<file path="src/rtl/mbb_pkg.sv">
package mbb_pkg;

    // State code driven on the control lines; decoded externally one-hot.
    typedef enum logic [2:0] {
        ST_IDLE  = 3'd0,
        ST_ALO   = 3'd1,
        ST_AHI   = 3'd2,
        ST_WDAT  = 3'd3,
        ST_WSTB  = 3'd4,
        ST_RREQ  = 3'd5,
        ST_RDAT  = 3'd6,
        ST_TURN  = 3'd7
    } seq_state_e;

    localparam logic [2:0] OP_RD   = 3'd0;
    localparam logic [2:0] OP_WR   = 3'd1;
    localparam logic [2:0] OP_SRD  = 3'd2;
    localparam logic [2:0] OP_SWR  = 3'd3;
    localparam logic [2:0] OP_RMW  = 3'd4;
    localparam logic [2:0] OP_LAST = OP_RMW;

endpackage

</file>
<file path="src/rtl/mbb_dwell.sv">
module mbb_dwell #(
    parameter int CNT_W = 4
) (
    input  logic             clk,
    input  logic             rst_n,
    input  logic             load,
    input  logic [CNT_W-1:0] load_val,
    output logic             expire
);

    logic [CNT_W-1:0] cnt_q;

    always_ff @(posedge clk or negedge rst_n) begin
        if (!rst_n) begin
            cnt_q <= '0;
        end else if (load) begin
            cnt_q <= load_val;
        end else if (cnt_q != '0) begin
            cnt_q <= cnt_q - 1'b1;
        end
    end

    assign expire = (cnt_q == '0);

    AST_DWELL_NO_WRAP: assert property (@(posedge clk) disable iff (!rst_n)
        (!load && $past(cnt_q) == '0 && !$past(load)) |-> cnt_q == '0);

endmodule

</file>
<file path="src/rtl/mbb_portmux.sv">
module mbb_portmux
    import mbb_pkg::*;
#(
    parameter int BYTE_W = 8,
    localparam int ADDR_W = 2 * BYTE_W
) (
    input  seq_state_e        state,
    input  logic              fast,
    input  logic [ADDR_W-1:0] addr,
    input  logic [BYTE_W-1:0] wbyte,
    output logic [3:0]        ctl,
    output logic [BYTE_W-1:0] bus_out,
    output logic              bus_oe,
    output logic              bus_hold
);

    always_comb begin
        bus_oe  = 1'b1;
        bus_out = '0;
        unique case (state)
            ST_ALO:           bus_out = addr[BYTE_W-1:0];
            ST_AHI:           bus_out = addr[ADDR_W-1:BYTE_W];
            ST_WDAT, ST_WSTB: bus_out = wbyte;
            ST_RREQ, ST_RDAT: bus_oe  = 1'b0;
            default:          bus_out = '0;
        endcase
    end

    assign bus_hold = (state != ST_IDLE);
    assign ctl      = {fast & bus_hold, state};

endmodule

</file>
<file path="src/rtl/mbb_seq.sv">
module mbb_seq
    import mbb_pkg::*;
#(
    parameter int BYTE_W = 8,
    parameter int LEN_W  = 4,
    parameter int STEP_W = 4,
    parameter bit ARB_EN = 1'b1,
    localparam int ADDR_W = 2 * BYTE_W
) (
    input  logic              clk,
    input  logic              rst_n,
    input  logic              cmd_valid,
    output logic              cmd_ready,
    input  logic [2:0]        cmd_op,
    input  logic [ADDR_W-1:0] cmd_addr,
    input  logic [BYTE_W-1:0] cmd_wdata,
    input  logic [LEN_W-1:0]  cmd_len,
    input  logic              cmd_fast,
    input  logic [STEP_W-1:0] step_cycles,
    output logic              wdata_take,
    output logic              rd_valid,
    output logic [BYTE_W-1:0] rd_data,
    output logic              done,
    output logic              arb_req,
    input  logic              arb_gnt,
    output logic              bus_hold,
    input  logic              irq_in,
    output logic              irq_seen,
    output logic [3:0]        ctl,
    output logic [BYTE_W-1:0] bus_out,
    output logic              bus_oe,
    input  logic [BYTE_W-1:0] bus_in
);

    seq_state_e        state, state_nxt;
    logic [2:0]        op_q;
    logic [ADDR_W-1:0] addr_q;
    logic [BYTE_W-1:0] mask_q, wreg_q, rd_q;
    logic [LEN_W-1:0]  beats_q;
    logic [STEP_W-1:0] hold_q, hold_new, hold_now;
    logic              fast_q, rd_valid_q, take_q, done_q, irq_q;
    logic              grant_ok, op_legal, go, expire, adv, wr_kind, more;

    assign grant_ok  = ARB_EN ? arb_gnt : 1'b1;
    assign op_legal  = (cmd_op <= OP_LAST);
    assign go        = cmd_valid && (state == ST_IDLE) && grant_ok && op_legal;
    assign cmd_ready = (state == ST_IDLE) && grant_ok;
    assign arb_req   = ARB_EN && cmd_valid && (state == ST_IDLE);
    assign adv       = (state == ST_IDLE) ? go : expire;
    assign wr_kind   = (op_q == OP_WR) || (op_q == OP_SWR);
    assign more      = (beats_q != '0);

    // Clocks per state minus one; fast space is always one clock.
    assign hold_new = (cmd_fast || step_cycles == '0) ? '0 : step_cycles - 1'b1;
    assign hold_now = go ? hold_new : hold_q;

    mbb_dwell #(.CNT_W(STEP_W)) u_dwell (
        .clk      (clk),
        .rst_n    (rst_n),
        .load     (adv),
        .load_val (hold_now),
        .expire   (expire)
    );

    // Next-state selection
    always_comb begin
        state_nxt = state;
        unique case (state)
            ST_IDLE: if (go) state_nxt = ST_ALO;
            ST_ALO:  state_nxt = ST_AHI;
            ST_AHI:  state_nxt = wr_kind ? ST_WDAT : ST_RREQ;
            ST_WDAT: state_nxt = ST_WSTB;
            ST_WSTB: state_nxt = (op_q == OP_SWR && more) ? ST_WDAT : ST_TURN;
            ST_RREQ: state_nxt = ST_RDAT;
            ST_RDAT: begin
                if (op_q == OP_RMW)              state_nxt = ST_WDAT;
                else if (op_q == OP_SRD && more) state_nxt = ST_RREQ;
                else                             state_nxt = ST_TURN;
            end
            ST_TURN: state_nxt = ST_IDLE;
            default: state_nxt = ST_IDLE;
        endcase
    end

    // State register
    always_ff @(posedge clk or negedge rst_n) begin
        if (!rst_n) begin
            state <= ST_IDLE;
        end else if (adv) begin
            state <= state_nxt;
        end
    end

    // Command capture and data path registers
    always_ff @(posedge clk or negedge rst_n) begin
        if (!rst_n) begin
            op_q       <= OP_RD;
            addr_q     <= '0;
            mask_q     <= '0;
            wreg_q     <= '0;
            rd_q       <= '0;
            beats_q    <= '0;
            hold_q     <= '0;
            fast_q     <= 1'b0;
            rd_valid_q <= 1'b0;
            take_q     <= 1'b0;
            done_q     <= 1'b0;
            irq_q      <= 1'b0;
        end else begin
            rd_valid_q <= 1'b0;
            take_q     <= 1'b0;
            done_q     <= 1'b0;
            if (state == ST_IDLE) begin
                irq_q <= irq_in;
            end
            if (go) begin
                op_q    <= cmd_op;
                addr_q  <= cmd_addr;
                mask_q  <= cmd_wdata;
                beats_q <= cmd_len;
                fast_q  <= cmd_fast;
                hold_q  <= hold_new;
            end
            if (adv && state != ST_IDLE) begin
                if (state_nxt == ST_WDAT) begin
                    if (state == ST_RDAT) begin
                        wreg_q <= bus_in ^ mask_q;
                    end else begin
                        wreg_q <= cmd_wdata;
                        take_q <= 1'b1;
                    end
                end
                if (state == ST_RDAT) begin
                    rd_q       <= bus_in;
                    rd_valid_q <= 1'b1;
                end
                if ((state == ST_WSTB && state_nxt == ST_WDAT) ||
                    (state == ST_RDAT && state_nxt == ST_RREQ)) begin
                    beats_q <= beats_q - 1'b1;
                end
                if (state == ST_TURN) begin
                    done_q <= 1'b1;
                end
            end
        end
    end

    // Output decode
    mbb_portmux #(.BYTE_W(BYTE_W)) u_portmux (
        .state    (state),
        .fast     (fast_q),
        .addr     (addr_q),
        .wbyte    (wreg_q),
        .ctl      (ctl),
        .bus_out  (bus_out),
        .bus_oe   (bus_oe),
        .bus_hold (bus_hold)
    );

    assign rd_valid   = rd_valid_q;
    assign rd_data    = rd_q;
    assign wdata_take = take_q;
    assign done       = done_q;
    assign irq_seen   = irq_q;

    AST_READ_RELEASES_PORT: assert property (@(posedge clk) disable iff (!rst_n)
        (state == ST_RREQ || state == ST_RDAT) |-> !bus_oe);
    AST_PORT_STEADY: assert property (@(posedge clk) disable iff (!rst_n)
        (state == $past(state)) |-> $stable(bus_out));
    AST_DONE_FOLLOWS_TURN: assert property (@(posedge clk) disable iff (!rst_n)
        done |-> $past(state) == ST_TURN);
    AST_HOLD_WHILE_BUSY: assert property (@(posedge clk) disable iff (!rst_n)
        (state != ST_IDLE) |-> bus_hold);
    AST_START_NEEDS_GRANT: assert property (@(posedge clk) disable iff (!rst_n)
        (state == ST_ALO && $past(state) == ST_IDLE) |-> $past(grant_ok));
    AST_FAST_ONE_CYCLE: assert property (@(posedge clk) disable iff (!rst_n)
        (fast_q && state != ST_IDLE) |=> state != $past(state));
    AST_ILLEGAL_IGNORED: assert property (@(posedge clk) disable iff (!rst_n)
        (state == ST_IDLE && cmd_valid && !op_legal) |=> state == ST_IDLE);
    AST_IRQ_HELD: assert property (@(posedge clk) disable iff (!rst_n)
        ($past(state) != ST_IDLE) |-> $stable(irq_seen));

endmodule

</file>
<file path="config.mk">
export PLATFORM = sky130hd
export DESIGN_NAME = mbb_seq
export DESIGN_NICKNAME = d
export VERILOG_FILES = /design/src/rtl/mbb_pkg.sv /design/src/rtl/mbb_dwell.sv /design/src/rtl/mbb_portmux.sv /design/src/rtl/mbb_seq.sv
export SDC_FILE = /design/constraint.sdc
export NUM_CORES = 1
export LEC_CHECK = 0
export BUFFER_PORTS_ARGS = -buffer_cell sky130_fd_sc_hd__buf_2
export CAP_MARGIN = 5
export CORE_ASPECT_RATIO = 1.5
export CORE_UTILIZATION = 45
export CTS_CLUSTER_SIZE = 12
export DETAILED_ROUTE_END_ITERATION = 6
export GPL_ROUTABILITY_DRIVEN = 0
export PLACE_DENSITY_LB_ADDON = 0.25
export SYNTH_ARGS = -nofsm -noshare
export SYNTH_HDL_FRONTEND = slang
export SYNTH_SLANG_ARGS = --single-unit
</file>
<file path="constraint.sdc">
create_clock -name clk -period 2.6 [get_ports clk]
set_input_delay 0.52 -clock clk [delete_from_list [all_inputs] [get_ports clk]]
set_output_delay 0.52 -clock clk [all_outputs]
set_load 0.01 [all_outputs]
</file>
==> results.cfg, run 1 <==
[pwr]
power_frac_comb_pct = 37.5
ir_drop_v = 0.0005574
p_int_uw = 2821
leakage_uw = 0.001985
swShare_pct = 36.36
power_density_nw_per_um2 = 1137
p_clk_share_pct = 21.8
seqPwrFrac_pct = 40.7
switching_power_uw = 1612

[setup_path]
r2r-end = beats_q[3]$_DFF_PN0_
startpoint_type = register
timing.rr.start = u_dwell.cnt_q[0]$_DFFE_PN0P_
critical_path.max_fanout = 13
endpoint_kind = output port
rrSetupSlack_ns = 0.30
crit_arrival_ns = 1.88
reg2regPathDepth = 7
cp.required_ns = 2.08
worstSetupPathType = register to output port

[finish]
area_growth_pct = 23.27
utilization_pct = 57.27
multi_input_area_um2 = 1479
fillers = 625
layout-drive-gt1-share_pct = 27.70
fin_nets = 491
regArea_um2 = 1577
n_antenna_cell = 0

[global_routing]
grt_pass1_wl_um = 12420
grt_max_degree = 64
grt_antenna_before_repair = 0
grt_overflow = 0
grt_pass1_vias = 2731
grt_use_total_pct = 21.60

[yosys]
ys_ff_latch = 63
ys_warn_count = 0
synth-main-ff-cell = dfrtp_1
synthTopCellsByCount = nand2_1 (137), dfrtp_1 (63), o21ai_0 (30), mux2_2 (16), xnor2_1 (10)
yosysUniqueCellTypes = 43
yosysTopAreaCellShare_pct = 49.86
syn_inst = 356
yosysTopAreaCell = dfrtp_1
ys_async_sr_fraction_pct = 100.0
synth_area_um2 = 3162
syn_area_per_cell_um2 = 8.881
yosysSeqAreaShare_pct = 49.86
synth_edf_count = 0
synthTopCellsByArea = dfrtp_1 (50%), nand2_1 (16%), mux2_2 (5.7%), o21ai_0 (4.7%), xnor2_1 (2.8%)
synth_nets = 408
yosysMostFrequentCell = nand2_1

[cts]
ctsRootBufferMaster = clkbuf_8
cts_tree = built
h-tree-depth = 3
cts_hold_buffers = 0
clkTransAtPathRegs_ns = 0.07
ctsResizeCount = 0
clockBufferDepth = 2
clk-insertion-delay-late_ns = 0.34
numCtsBuffers = 9
clkSinkCount = 63
post_cts_buffers = 0

[floorplanning]
fp.dieW_um = 70.44
io-pin-count = 77
fp.dieH_um = 104.7
num_rows = 37
dieArea_um2 = 7372
core_area_um2 = 6805
initial_core_util_pct = 46.46

[drt]
routed_wl_um = 7450
postRouteAntennaNets = 0
drtIter0Drc = 130
wl_per_cell_um = 14.27
routed_via_density = 5.293
dr.pass1.iters = 4
route.detailed.drc = 0
num_vias = 2763

[timing]
setup_violations = 0
min_period_over_period_pct = 92.24
drv_slew = 0
fin_crit_ns = 2.398
tightest_slew_ns = 0.4678
tns_ns = 0
fmax_mhz = 417.0
slew_headroom_pct = 68.82
skew_ns = 0.008750
finalHoldViolCount = 0
rsz0062_at_grt = no

[min_path]
hold_path_class = primary input to async pin

[flow_run]
cap_violations = 0

[outcome]
status = completed

[placed_design]
io_buffers = 76
hpwl_um = 5312
-- power groups by stage --
stage / clock network [uW] / logic (uW) / registers, uW
after global routing: 1020 / 1890 / 1860
after floorplan: 0 / 1190 / 1710
after CTS: 974 / 1680 / 1800
after global placement: 0 / 1630 / 1790
final: 967 / 1660 / 1800
after detailed placement: 0 / 1670 / 1820
-- layer usage --
layer	track usage [%]	share of wire [%]	wire length [um]	up-vias
li1	-	-	-	1366
met1	25.38	41	3029	1324
met2	38.57	55	4071	61
met3	4.532	3.3	248	12
met4	6.857	1.4	102	0
met5	0	0	0	-
-- how the worst max path moves through the flow --
stage / depth (start not counted) / slack [ns] / to / from
finish: 5 / 0.20 / bus_out[0] / state[0]$_DFFE_PN0N_
global route: 6 / 0.07 / bus_out[6] / state[2]$_DFFE_PN0N_
CTS: 5 / 0.08 / bus_out[1] / state[0]$_DFFE_PN0N_
detailed placement: 7 / 0.33 / beats_q[3]$_DFF_PN0_ / u_dwell.cnt_q[0]$_DFFE_PN0P_
global placement: 7 / 0.39 / beats_q[3]$_DFF_PN0_ / u_dwell.cnt_q[0]$_DFFE_PN0P_
floorplan: 5 / 0.52 / bus_out[0] / state[0]$_DFFE_PN0N_
-- cell type report --
cell class / count / share of cell area [%]
timing repair buffer: 88 / 12.39
tap: 78 / 2.504
multi-input combinational: 267 / 37.95
inverter: 10 / 0.9631
clock buffer: 13 / 4.077
clock inverter: 3 / 1.669
sequential: 63 / 40.45
-- sequential cells by signal, indices dropped and copies added (netlist names), 3 cells and up --
| register | count |
|---|---|
| addr_q | 16 |
| mask_q | 8 |
| rd_data | 8 |
| wreg_q | 8 |
| beats_q | 4 |
| hold_q | 4 |
| u_dwell.cnt_q | 4 |
| op_q | 3 |
| state | 3 |
-- per-stage QoR --
stage / worst slack (ns) / area, um2 / hold slack (ns) / std cells / total power (uW)
6_report: 0.2018 / 3897 / 0.1900 / 522 / 4433
4_1_cts: 0.07690 / 3895 / 0.1995 / 522 / 4460
2_1_floorplan: 0.5214 / 3162 / 0.2244 / 356 / 2905
5_1_grt: 0.07159 / 3897 / 0.2019 / 522 / 4765
3_3_place_gp: 0.3852 / 3671 / 0.4517 / 506 / 3423
3_5_place_dp: 0.3253 / 3671 / 0.4590 / 506 / 3486
-- kinds of logic after synthesis --
| logic type | synth area share, % |
|---|---|
| xor gates and xnor gates | 2.770 |
| muxes | 6.648 |
| AOI/OAI and AO/OA | 11.99 |
| DFF | 49.86 |
| and+or+nand+nor | 24.02 |
| buffers and inverters | 3.521 |
| adders and majority gates | 1.187 |
-- cell usage in the layout (no fill, tap or decap), types with 5 or more instances in the layout --
| cell | synthesis | routed |
|---|---|---|
| buf_4 | 0 | 11 |
| nor2_1 | 8 | 6 |
| nor3_1 | 5 | 5 |
| o21ai_0 | 30 | 30 |
| buf_2 | 5 | 76 |
| dfrtp_1 | 63 | 63 |
| inv_1 | 9 | 9 |
| clkbuf_8 | 0 | 11 |
| a21oi_1 | 5 | 5 |
| xnor2_1 | 10 | 10 |
| a22oi_1 | 9 | 9 |
| mux2_2 | 16 | 16 |
| nand2_1 | 137 | 137 |
-- worst max-delay path, stage by stage (launching register included) --
cell     delay [ns]
dfrtp_1        0.48
buf_4          0.27
mux2_2         0.35
a22oi_1        0.17
o21ai_0        0.10
buf_2          0.17
Power figures use the tool's default switching activity.
==> run 2: changes to the inputs <==
--- a/config.mk
+++ b/config.mk
@@ -9,10 +9,11 @@
 export CAP_MARGIN = 5
 export CORE_ASPECT_RATIO = 1.5
 export CORE_UTILIZATION = 45
+export CTS_CLUSTER_DIAMETER = 80
 export CTS_CLUSTER_SIZE = 12
 export DETAILED_ROUTE_END_ITERATION = 6
 export GPL_ROUTABILITY_DRIVEN = 0
-export PLACE_DENSITY_LB_ADDON = 0.25
+export PLACE_DENSITY = 0.7
 export SYNTH_ARGS = -nofsm -noshare
 export SYNTH_HDL_FRONTEND = slang
 export SYNTH_SLANG_ARGS = --single-unit
==> constraint.sdc (replaced) <==
create_clock -name clk -period 1.9 [get_ports clk]
set_input_delay 0.38 -clock clk [delete_from_list [all_inputs] [get_ports clk]]
set_output_delay 0.38 -clock clk [all_outputs]
set_load 0.01 [all_outputs]
==> run 2 against run 1 <==
Net effect:
- the flow now finishes with violations (setup timing)
- sequential share of layout area down 3.4 points
- combinational power grew 97%
- setup slack lost 0.36 ns
- cell area is 9.3% higher
- global-route usage grew 1.9 points
- clock skew down 0.00056 ns
- count of clock-buffer cells in the layout stayed put
- clock power increased by 8%
- sequential power is 35% higher
- highest routed layer unchanged
==> results.cfg, run 2 (synthesis results as in run 1) <==
[outcome]
status = finished with violations
violations = setup timing

[global_routing]
grt_antenna_before_repair = 0
grt_overflow = 0
grt_pass1_wl_um = 13280
grt_use_total_pct = 23.54
grt_pass1_vias = 2904
grt_max_degree = 37

[setup_path]
endpoint_kind = output port
path_cells = buf_6, mux2_4, a22oi_2, o21ai_1, buf_2
cp.required_ns = 1.52
worstSetupPathType = register to output port
timing.rr.start = beats_q[1]$_DFF_PN0_
startpoint_type = register
rrSetupSlack_ns = -0.08
slowest_stage = dfrtp_2
startpoint = state[0]$_DFFE_PN0N_
critical_path.max_fanout = 6
crit_arrival_ns = 1.68
slowest_delay_ns = 0.44
reg2regPathDepth = 8
r2r-end = wreg_q[7]$_DFFE_PN0P_
cp-endpoint = bus_out[0]

[timing]
rsz0062_at_grt = yes
drv_slew = 0
tightest_slew_ns = 0.5872
hold_ws_ns = 0.02840
min_period_over_period_pct = 108.4
skew_ns = 0.008188
layout_setup_ws_ns = -0.1594
fin_crit_ns = 2.059
finalHoldViolCount = 0
slew_headroom_pct = 60.85
fmax_mhz = 485.6
setup_violations = 19

[pwr]
power_frac_comb_pct = 48.6
p_clk_share_pct = 15.4
power_density_nw_per_um2 = 1580
switching_power_uw = 2586
seqPwrFrac_pct = 36.1
leakage_uw = 0.002179
ir_drop_v = 0.0007768
p_int_uw = 4147
swShare_pct = 38.41

[placed_design]
post_dp_cell_area_um2 = 3875
hpwl_um = 5766
io_buffers = 76

[floorplanning]
initial_core_util_pct = 46.46
fp.dieH_um = 104.7
core_area_um2 = 6805
fp.dieW_um = 70.44
io-pin-count = 77
num_rows = 37
dieArea_um2 = 7372

[drt]
routed_via_density = 5.357
dr.pass1.iters = 6
wl_per_cell_um = 15.38
drtIter0Drc = 157
route.detailed.drc = 0
num_vias = 2925
routed_wl_um = 8398
postRouteAntennaNets = 0

[cts]
clkSinkCount = 63
cts_tree = built
clockBufferDepth = 2
clk-insertion-delay-late_ns = 0.36
clkTransAtPathRegs_ns = 0.06
ctsRootBufferMaster = clkbuf_8
h-tree-depth = 3
numCtsBuffers = 9
cts_hold_buffers = 0

[finish]
area_growth_pct = 34.74
regArea_um2 = 1578
regMostFlops = addr_q
layout-drive-gt1-share_pct = 36.11
final_cell_mix = nand2_1 (137), buf_2 (76), dfrtp_1 (62)
fillers = 601
largest_reg_flops = 16
fin_nets = 517
n_antenna_cell = 0
post-route-cell-area_um2 = 4260
final_common_cell = nand2_1
multi_input_area_um2 = 1640

[flow_run]
cap_violations = 0

[min_path]
hold_path_class = primary input to async pin
run 2: final cells by class:
class	count	area share (%)
Sequential cell	63	37.03
Multi-Input combinational cell	268	38.50
Timing Repair Buffer	113	17.33
Tap cell	78	2.291
Clock inverter	1	0.1175
Inverter	10	0.9985
Clock buffer	13	3.730
run 2: timing repair:
| action | 4_1_cts | 5_1_grt |
|---|---|---|
| cloned | 1 | 2 |
| pin swaps | 2 | 6 |
| setup endpoints to repair | 21 | 24 |
| gates resized for setup | 15 | 38 |
| setup buffers | 0 | 4 |
run 2: how the worst min path moves through the flow:
stage	startpoint	end	slack, ns	depth (start not counted)
final	rst_n	fast_q$_DFFE_PN0P_	0.03	1
after global routing	rst_n	u_dwell.cnt_q[2]$_DFFE_PN0P_	0.05	1
after CTS	rst_n	rd_data[2]$_DFFE_PN0P_	0.04	1
after detailed placement	rst_n	fast_q$_DFFE_PN0P_	0.41	1
after global placement	rst_n	fast_q$_DFFE_PN0P_	0.40	1
after floorplan	rst_n	addr_q[0]$_DFFE_PN0P_	0.08	0
run 2: power by group through the flow:
| stage | logic, uW | registers [uW] | clock network (uW) |
|---|---|---|---|
| floorplan | 1680 | 2350 | 0 |
| global placement | 2630 | 2370 | 0 |
| detailed placement | 2710 | 2400 | 0 |
| CTS | 2800 | 2400 | 1040 |
| global route | 3580 | 2490 | 1100 |
| finish | 3270 | 2430 | 1040 |
run 2: worst max-delay path, delay by kind of cell, from the launching register on:
family / cells / cell delay, ns
flip-flops: 1 / 0.44
multiplexers: 1 / 0.31
buffers and inverters: 2 / 0.32
AO/OA/AOI/OAI: 2 / 0.25
run 2: metal layers:
layer	wire length [um]	share of wire, %	up-vias	track usage [%]
met5	0	0	-	0
met4	276	3.3	0	12.86
met3	377	4.5	22	5.014
met2	4373	52	88	40.61
met1	3370	40	1398	26.56
li1	-	-	1417	-
run 2: stage by stage:
| stage | setup WS, ns | cells | setup TNS (ns) | utilization [%] | total power (uW) |
|---|---|---|---|---|---|
| CTS | -0.1589 | 540 | -1.917 | 59.92 | 6242 |
| finish | -0.1594 | 546 | -1.662 | 62.60 | 6732 |
| floorplan | -0.08650 | 356 | -0.08650 | - | 4027 |
| detailed placement | -0.04785 | 525 | -0.2778 | 56.94 | 5111 |
| global placement | 0.02526 | 525 | 0 | 56.94 | 5004 |
| global route | -0.2137 | 546 | -3.110 | 62.60 | 7174 |
==> run 3: changes to the inputs <==
==> constraint.sdc (replaced) <==
create_clock -name clk -period 1.9 [get_ports clk]
set_input_delay 0.38 -clock clk [delete_from_list [all_inputs] [get_ports clk]]
set_output_delay 0.38 -clock clk [all_outputs]
set_load 0.005 [all_outputs]
==> run 3 against run 2 <==
Net effect:
- first-iteration DRC count is 85% higher
- routed wire length down 1.7%
- critical path type unchanged
- power fell by 2.8%
- critical path depth unchanged
- via count is 1.3% lower
- register-to-register slack worse by 0.05 ns
- clock power rose by 16%
- the run still ends with setup timing left
- largest power group unchanged
- setup slack worse by 0.013 ns
- largest cell class unchanged
==> results.cfg, run 3 (synthesis results as in run 1) <==
[finish]
final_cell_mix = nand2_1 (137), buf_2 (76), dfrtp_1 (62)
multi_input_area_um2 = 1579
area_growth_pct = 33.44
regMostFlops = addr_q
n_antenna_cell = 0
largest_reg_flops = 16
final_common_cell = nand2_1
post-route-cell-area_um2 = 4219
fin_nets = 515
regArea_um2 = 1578
fillers = 578
layout-drive-gt1-share_pct = 35.68
utilization_pct = 62.00

[pwr]
switching_power_uw = 2366
seqPwrFrac_pct = 37.1
p_int_uw = 4179
swShare_pct = 36.15
leakage_uw = 0.002122
ir_drop_v = 0.0006534
p_clk_share_pct = 18.5
power_density_nw_per_um2 = 1551
power_frac_comb_pct = 44.4

[placed_design]
hpwl_um = 5557
post_dp_cell_area_um2 = 3796
io_buffers = 76

[drt]
num_vias = 2888
drtIter0Drc = 291
routed_via_density = 5.289
dr.pass1.iters = 5
postRouteAntennaNets = 0
routed_wl_um = 8259
route.detailed.drc = 0
wl_per_cell_um = 15.13

[floorplanning]
fp.dieH_um = 104.7
dieArea_um2 = 7372
core_area_um2 = 6805
initial_core_util_pct = 46.46
io-pin-count = 77
fp.dieW_um = 70.44
num_rows = 37

[setup_path]
crit_family = flip-flops
slowest_stage = dfrtp_2
critical_path.max_fanout = 7
slowest_delay_ns = 0.48
cp.required_ns = 1.52
crit_arrival_ns = 1.69
worstSetupPathType = register to output port
endpoint_kind = output port
startpoint_type = register
path_cells = buf_8, mux2_4, a22oi_2, o21ai_1, buf_2
critPathBufInv = 2

[global_routing]
grt_antenna_before_repair = 0
grt_use_total_pct = 23.99
grt_pass1_wl_um = 13570
grt_max_degree = 64
grt_overflow = 0
grt_pass1_vias = 2901

[cts]
clockBufferDepth = 2
clk-insertion-delay-late_ns = 0.34
cts_hold_buffers = 0
cts_tree = built
clkSinkCount = 63
numCtsBuffers = 9
clkTransAtPathRegs_ns = 0.07
h-tree-depth = 3
ctsRootBufferMaster = clkbuf_8

[timing]
layout_setup_ws_ns = -0.1728
tns_ns = -2.271
tightest_slew_ns = 0.3772
fmax_mhz = 482.4
fin_crit_ns = 2.073
finalHoldViolCount = 0
drv_slew = 0
setup_violations = 29
slew_headroom_pct = 74.79
rsz0062_at_grt = yes
min_period_over_period_pct = 109.1
skew_ns = 0.007399

[outcome]
violations = setup timing
status = finished with violations

[min_path]
hold_path_class = primary input to async pin

[flow_run]
cap_violations = 0
## run 3: cell types whose count changed in the layout (fill, tap and decap cells not counted), sizes merged
cell,delta
buf,-3
nand3b,-1
clkinvlp,+2
nor2,+1
bufinv,+1
## run 3: per-layer routing
layer	GRT usage, %	wire [um]
met5	0	0
met4	13.57	243
met3	4.436	342
met2	41.02	4453
met1	27.66	3220
## run 3: worst paths after layout
path                                   startpoint                      to  slack [ns]  cells past startpoint
max in group asynchronous                   rst_n    state[0]$_DFFE_PN0N_        1.57                      2
min in group clk                      cmd_addr[0]   addr_q[0]$_DFFE_PN0P_        0.23                      3
max reg2reg                  state[0]$_DFFE_PN0N_    beats_q[2]$_DFF_PN0_       -0.13                      8
min reg2reg                rd_data[1]$_DFFE_PN0P_  rd_data[1]$_DFFE_PN0P_        0.47                      2
min                                         rst_n     hold_q[3]$_DFF_PN0_        0.02                      2
max                          state[0]$_DFFE_PN0N_              bus_out[2]       -0.17                      5
## run 3: area by class of cell
| class | instances | area share (%) |
|---|---|---|
| clock buffer | 13 | 4.004 |
| clock inverter | 3 | 0.9490 |
| inverter | 10 | 1.038 |
| multi-input combinational | 268 | 37.43 |
| sequential | 63 | 37.40 |
| tap | 78 | 2.313 |
| timing repair buffer | 110 | 16.76 |
| timing repair inverter | 1 | 0.1186 |
## run 3: what timing repair did
item | 4_1_cts | 5_1_grt
endpoints found under the setup margin | 19 | 30
setup buffers | 5 | 4
pin swaps | 5 | 5
resized for setup | 29 | 11
gates cloned | 2 | 1
## run 3: worst reg2reg max path, stage by stage (launching register included)
cell and delay [ns]:
dfrtp_2 0.48, buf_4 0.16, buf_6 0.11, nor4b_4 0.24, nand4_1 0.13, or3_4 0.35, buf_6 0.14, mux2i_1 0.12
a21o_1 0.19
## run 3: stage by stage
| stage | setup WS [ns] | power, uW | hold WS, ns | std cells |
|---|---|---|---|---|
| finish | -0.1728 | 6545 | 0.01912 | 546 |
| global route | -0.2192 | 7019 | 0.04195 | 546 |
| CTS | -0.1443 | 6443 | 0.03620 | 541 |
| detailed placement | -0.04677 | 4867 | 0.4163 | 519 |
| global placement | 0.03348 | 4767 | 0.4166 | 519 |
| floorplan | -0.08658 | 3910 | 0.08441 | 356 |
## run 3: power groups by stage
stage	registers, uW	clock network [uW]	logic, uW
detailed placement	2410	0	2460
global placement	2390	0	2380
global route	2500	1290	3220
CTS	2410	1240	2790
finish	2430	1210	2910
floorplan	2310	0	1600
